$ cat config.mk
export PLATFORM = sky130hd
export DESIGN_NAME = chan_fault_seq
export DESIGN_NICKNAME = d
export VERILOG_FILES = /design/src/rtl/chfs_pkg.sv /design/src/rtl/chfs_tick_cnt.sv /design/src/rtl/chfs_ctrl.sv /design/src/rtl/chfs_store.sv /design/src/rtl/chan_fault_seq.sv
export SDC_FILE = /design/constraint.sdc
export NUM_CORES = 1
export LEC_CHECK = 0
export CAP_MARGIN = 20
export CORE_UTILIZATION = 44
export CTS_CLUSTER_DIAMETER = 80
export DETAILED_ROUTE_END_ITERATION = 8
export HOLD_SLACK_MARGIN = 0.03
export PLACE_DENSITY = 0.73
export RECOVER_POWER = 50
export SYNTH_ARGS = -nofsm -noshare
export SYNTH_HDL_FRONTEND = slang
export SYNTH_SLANG_ARGS = --single-unit
$ cat constraint.sdc
create_clock -name clk -period 1.3 [get_ports clk]
set_input_delay 0.13 -clock clk [delete_from_list [all_inputs] [get_ports clk]]
set_output_delay 0.13 -clock clk [all_outputs]
set_load 0.05 [all_outputs]
$ cat src/rtl/chfs_pkg.sv
package chfs_pkg;

    typedef enum logic [1:0] {
        ST_RUN   = 2'd0,
        ST_OFF   = 2'd1,
        ST_SPIKE = 2'd2,
        ST_DIAG  = 2'd3
    } chfs_state_e;

    typedef struct packed {
        logic open;
        logic load;
        logic vs;
        logic gnd;
    } chfs_flt_t;

    function automatic int cnt_width(input int a, input int b);
        return $clog2((a > b) ? a : b) + 1;
    endfunction

endpackage

$ cat src/rtl/chfs_tick_cnt.sv
module chfs_tick_cnt #(
    parameter int CW = 8
) (
    input  logic          clk,
    input  logic          rst,
    input  logic          clr,
    input  logic          tick,
    input  logic [CW-1:0] limit,
    output logic          hit
);
    logic [CW-1:0] cnt;

    assign hit = tick && (cnt == (limit - CW'(1)));

    always_ff @(posedge clk) begin
        if (rst || clr || hit) begin
            cnt <= '0;
        end else if (tick) begin
            cnt <= cnt + CW'(1);
        end
    end
endmodule

$ cat src/rtl/chfs_ctrl.sv
module chfs_ctrl
    import chfs_pkg::*;
(
    input  logic        clk,
    input  logic        rst,
    input  logic        trip,
    input  logic        diag_en,
    input  logic        hit,
    input  logic        host_rd,
    output chfs_state_e state,
    output logic        cnt_clr,
    output logic        start,
    output logic        commit
);
    chfs_state_e state_n;
    logic        armed;

    always_comb begin
        state_n = state;
        start   = 1'b0;
        commit  = 1'b0;
        unique case (state)
            ST_RUN: begin
                if (trip) state_n = (diag_en && armed) ? ST_SPIKE : ST_OFF;
            end
            ST_OFF: begin
                if (hit && !trip) state_n = ST_RUN;
            end
            ST_SPIKE: begin
                if (!diag_en) begin
                    state_n = ST_OFF;
                end else if (hit) begin
                    state_n = trip ? ST_DIAG : ST_RUN;
                    start   = trip;
                end
            end
            ST_DIAG: begin
                if (!diag_en) begin
                    state_n = ST_OFF;
                end else if (hit) begin
                    state_n = ST_OFF;
                    commit  = 1'b1;
                end
            end
            default: state_n = ST_RUN;
        endcase
    end

    assign cnt_clr = (state == ST_RUN) || (state_n != state);

    always_ff @(posedge clk) begin
        if (rst) begin
            state <= ST_RUN;
            armed <= 1'b1;
        end else begin
            state <= state_n;
            if (commit)       armed <= 1'b0;
            else if (host_rd) armed <= 1'b1;
        end
    end
endmodule

$ cat src/rtl/chfs_store.sv
module chfs_store
    import chfs_pkg::*;
(
    input  logic      clk,
    input  logic      rst,
    input  logic      tick,
    input  logic      in_diag,
    input  logic      start,
    input  logic      commit,
    input  logic [2:0] cls,
    input  logic      host_rd,
    input  logic      ton_wr,
    input  chfs_flt_t ton_val,
    output chfs_flt_t flt,
    output logic      done
);
    logic [2:0] acc;
    logic [2:0] result;

    assign result = acc & cls;

    always_ff @(posedge clk) begin
        if (rst) begin
            acc  <= '1;
            flt  <= '0;
            done <= 1'b0;
        end else begin
            if (start)                acc <= '1;
            else if (in_diag && tick) acc <= result;

            if (commit) begin
                flt.gnd  <= result[0];
                flt.vs   <= result[1];
                flt.load <= result[2];
                if (|result) flt.open <= 1'b0;
            end else if (ton_wr) begin
                flt <= ton_val;
            end

            if (commit)       done <= 1'b1;
            else if (host_rd) done <= 1'b0;
        end
    end
endmodule

$ cat src/rtl/chan_fault_seq.sv
module chan_fault_seq
    import chfs_pkg::*;
#(
    parameter int CHECK_TICKS = 1,
    parameter int CYCLE_TICKS = 100
) (
    input  logic       clk,
    input  logic       rst,
    input  logic       tick,
    input  logic       diag_en,
    input  logic       trip,
    input  logic       cls_gnd,
    input  logic       cls_vs,
    input  logic       cls_load,
    input  logic       host_rd,
    input  logic       ton_wr,
    input  logic [3:0] ton_flt,
    output logic       ch_en,
    output logic [3:0] flt,
    output logic       cycle_done
);
    localparam int CW = cnt_width(CHECK_TICKS, CYCLE_TICKS);
    localparam logic [CW-1:0] LIM_CHECK = CW'(CHECK_TICKS);
    localparam logic [CW-1:0] LIM_CYCLE = CW'(CYCLE_TICKS);

    chfs_state_e   state;
    logic          cnt_clr;
    logic          hit;
    logic          start;
    logic          commit;
    logic [CW-1:0] limit;
    chfs_flt_t     flt_q;

    assign limit = (state == ST_DIAG) ? LIM_CYCLE : LIM_CHECK;

    chfs_tick_cnt #(.CW(CW)) u_cnt (
        .clk   (clk),
        .rst   (rst),
        .clr   (cnt_clr),
        .tick  (tick),
        .limit (limit),
        .hit   (hit)
    );

    chfs_ctrl u_ctrl (
        .clk     (clk),
        .rst     (rst),
        .trip    (trip),
        .diag_en (diag_en),
        .hit     (hit),
        .host_rd (host_rd),
        .state   (state),
        .cnt_clr (cnt_clr),
        .start   (start),
        .commit  (commit)
    );

    chfs_store u_store (
        .clk     (clk),
        .rst     (rst),
        .tick    (tick),
        .in_diag (state == ST_DIAG),
        .start   (start),
        .commit  (commit),
        .cls     ({cls_load, cls_vs, cls_gnd}),
        .host_rd (host_rd),
        .ton_wr  (ton_wr),
        .ton_val (chfs_flt_t'(ton_flt)),
        .flt     (flt_q),
        .done    (cycle_done)
    );

    assign ch_en = (state == ST_RUN);
    assign flt   = flt_q;
endmodule

==> results.toml <==
[outcome]
run_status = "finished, violations left"
violations = "negative setup slack"

[detailed_routing]
drtPass1Iterations = 4
ant_nets = 0
drt_first_iter_violations = 4
route.detailed.drc = 0
wirelength_um = 2050
avgRoutedWirePerCell_um = 11.9
vias = 892
via_per_inst = 5.16

[run]
maxCapViolations = 0

[grt]
track_usage_pct = 19.5
grt_pass1_vias = 776
antenna_found_initial = 0
grt_pass1_wl_um = 3070
grt_overflow = 0
grt_max_degree = 11

[synth]
yosys_most_used_dff = "dfxtp_1"
yosys.area.top_type_share_pct = 40.5
synthArstFlopShare_pct = 0
synth_edf_count = 0
syn_inst = 110
synth_fp_nets = 125
synth_cell_type_count = 30
yosysMostFrequentCell = "nor2_1"
netlist_top_cells_count = "nor2_1 (20), dfxtp_1 (19), nand2_1 (11)"
synth_area_leaders = "dfxtp_1 (40%), nor2_1 (8.0%), mux2i_1 (6.4%), nand2_1 (4.4%), o41ai_1 (3.7%)"
ys_warn_count = 0
ys_ff_latch = 19
yosysTopAreaCell = "dfxtp_1"
syn_area_um2 = 940
ys_seq_area_share_pct = 40.5
syn_avg_cell_area_um2 = 8.54

[cts]
cts_sinks = 19
cts_tree = "built"
clock_path_buffers = 2
h-tree-depth = 1
clkTransAtPathRegs_ns = 0.10
insertion_delay_ns = 0.29
root_buffer = "clkbuf_4"
cts_buffers = 3

[setup_path]
cp.required_ns = 1.50
arrival_ns = 1.53
rrSetupSlack_ns = -0.03
rr_startpoint = "u_cnt.cnt[1]"
path_class = "reg2reg"
reg2reg_to = "u_ctrl.state[0]"
rr_worst_depth = 4
cp-start-kind = "flip-flop"
crit_path_max_fanout = 5
worst_setup_path_end_kind = "flip-flop"
cp-startpoint = "u_cnt.cnt[1]"
endpoint = "u_ctrl.state[0]"

[sta]
setup_viol = 1
fmaxAchievable_mhz = 751
final_max_slew_viol_count = 0
skew_ns = 0.00253
fin_ws_ns = -0.0311
rsz0062_at_grt = "true"
finalCritPeriodShare_pct = 102
hold_ws_ns = 0.454
hold_viol = 0
relSlewSlack_pct = 77.4
fin_crit_ns = 1.33
worst_slew_pin_slew_ns = 0.333

[power_and_ir_drop]
powerDensity_nw_per_um2 = 836
peakVddDrop_mv = 0.788
power.leakage_nw = 0.533

[finish]
num_antenna_cells = 0
final_cells = 173
fin_nets = 162
fillers = 162
drive_above_1_share_pct = 30.1
multi_input_area_um2 = 593
regArea_um2 = 385
syn2layout_area_growth_pct = 43.5

[floorplan]
num_io_pins = 20
dieArea_um2 = 2320
core_um2 = 1980
row_count = 16
start_util_pct = 47.4
die_h_um = 48.2
die_w_um = 48.2

[placement]
pre_cts_ws_ns = -0.163
dp_hpwl_um = 1590
gp_congestion = 0.766
port_buffers = 19
placed_cells = 169

[min_path]
min_path_type = "in2reg"
==> placed cells by master, fill, tap and decap left out, drive strengths merged, types with 2 or more instances in the layout <==
| cell type | instances |
|---|---|
| nand2b | 3 |
| nand3 | 5 |
| clkdlybuf4s50 | 13 |
| inv | 2 |
| nor2 | 20 |
| clkbuf | 9 |
| buf | 18 |
| a21oi | 2 |
| dfxtp | 19 |
| nor3 | 2 |
| xor2 | 3 |
| nand4 | 4 |
| xnor2 | 4 |
| o21ai | 9 |
| o21a | 2 |
| nand2 | 11 |
| o41ai | 4 |
| mux2i | 7 |
==> power by group <==
group | total (mW) | internal [mW] | switching [mW] | leakage, nW
Sequential | 0.602 | 0.595 | 0.00692 | 0.156
Combinational | 0.236 | 0.112 | 0.124 | 0.362
Clock | 0.290 | 0.119 | 0.171 | 0.0150
==> area by class of cell <==
cell class | instances | share of cell area (%)
Clock buffer | 4 | 1.95
Inverter | 2 | 0.557
Multi-Input combinational cell | 85 | 44.0
Sequential cell | 19 | 28.6
Tap cell | 27 | 2.50
Timing Repair Buffer | 36 | 22.4
==> flip-flops by register name (all words and copies together) (netlist names) <==
name and cells:
u_cnt.cnt 8, u_ctrl.armed 1, u_ctrl.state 2, u_store.acc 3, u_store.done 1, u_store.flt 4
==> critical path, cell delays in order (launching register included) <==
cell and delay (ns):
dfxtp_2 0.35, nor4_4 0.29, mux2i_2 0.16, o31a_1 0.25
o21a_1 0.18
==> metal layers <==
layer / wire length [um] / vias to the layer above / GRT usage [%]
li1: - / 466 / -
met1: 805 / 401 / 20.3
met2: 1120 / 18 / 36.8
met3: 69 / 7 / 2.22
met4: 58 / 0 / 11.7
met5: 0 / - / 0
==> cells by family (layout without fill, tap and decap cells) <==
group	count (synthesis)	in the layout	synth area share (%)
muxes	7	7	7.86
buffers and inverters	6	42	2.66
xor gates and xnor gates	7	7	6.52
adders and majority gates	1	1	1.33
AOI/OAI and AO/OA	20	20	14.5
and+or+nand+nor	50	50	26.6
DFF	19	19	40.5
==> worst min-delay path by stage <==
stage / start / endpoint / slack (ns) / cells after the start
global route: host_rd / u_ctrl.armed / 0.47 / 3
floorplan: rst / u_ctrl.armed / 0.27 / 2
global placement: u_store.acc[1] / u_store.acc[1] / 0.46 / 2
detailed placement: u_store.acc[0] / u_store.acc[0] / 0.46 / 2
finish: cls_gnd / u_store.flt[0] / 0.45 / 3
CTS: cls_load / u_store.flt[2] / 0.44 / 3
==> repair_timing <==
action                                  CTS  global route
buffers inserted                          0             0
hold buffers                              0             0
endpoints found under the setup margin    4            19
pin swaps                                 1             0
gates resized for setup                   8             6
==> metrics by stage <==
step	TNS, ns	cell area [um2]	power (mW)	utilization (%)
final	-0.0311	1350	1.13	68.1
after global routing	-0.708	1350	1.18	68.1
after CTS	-0.0103	1390	1.15	70.3
after detailed placement	-1.39	1340	0.865	67.4
after global placement	-1.23	1340	0.862	67.4
after floorplan	0	942	0.740	-
(Power assumes the default switching activity.)
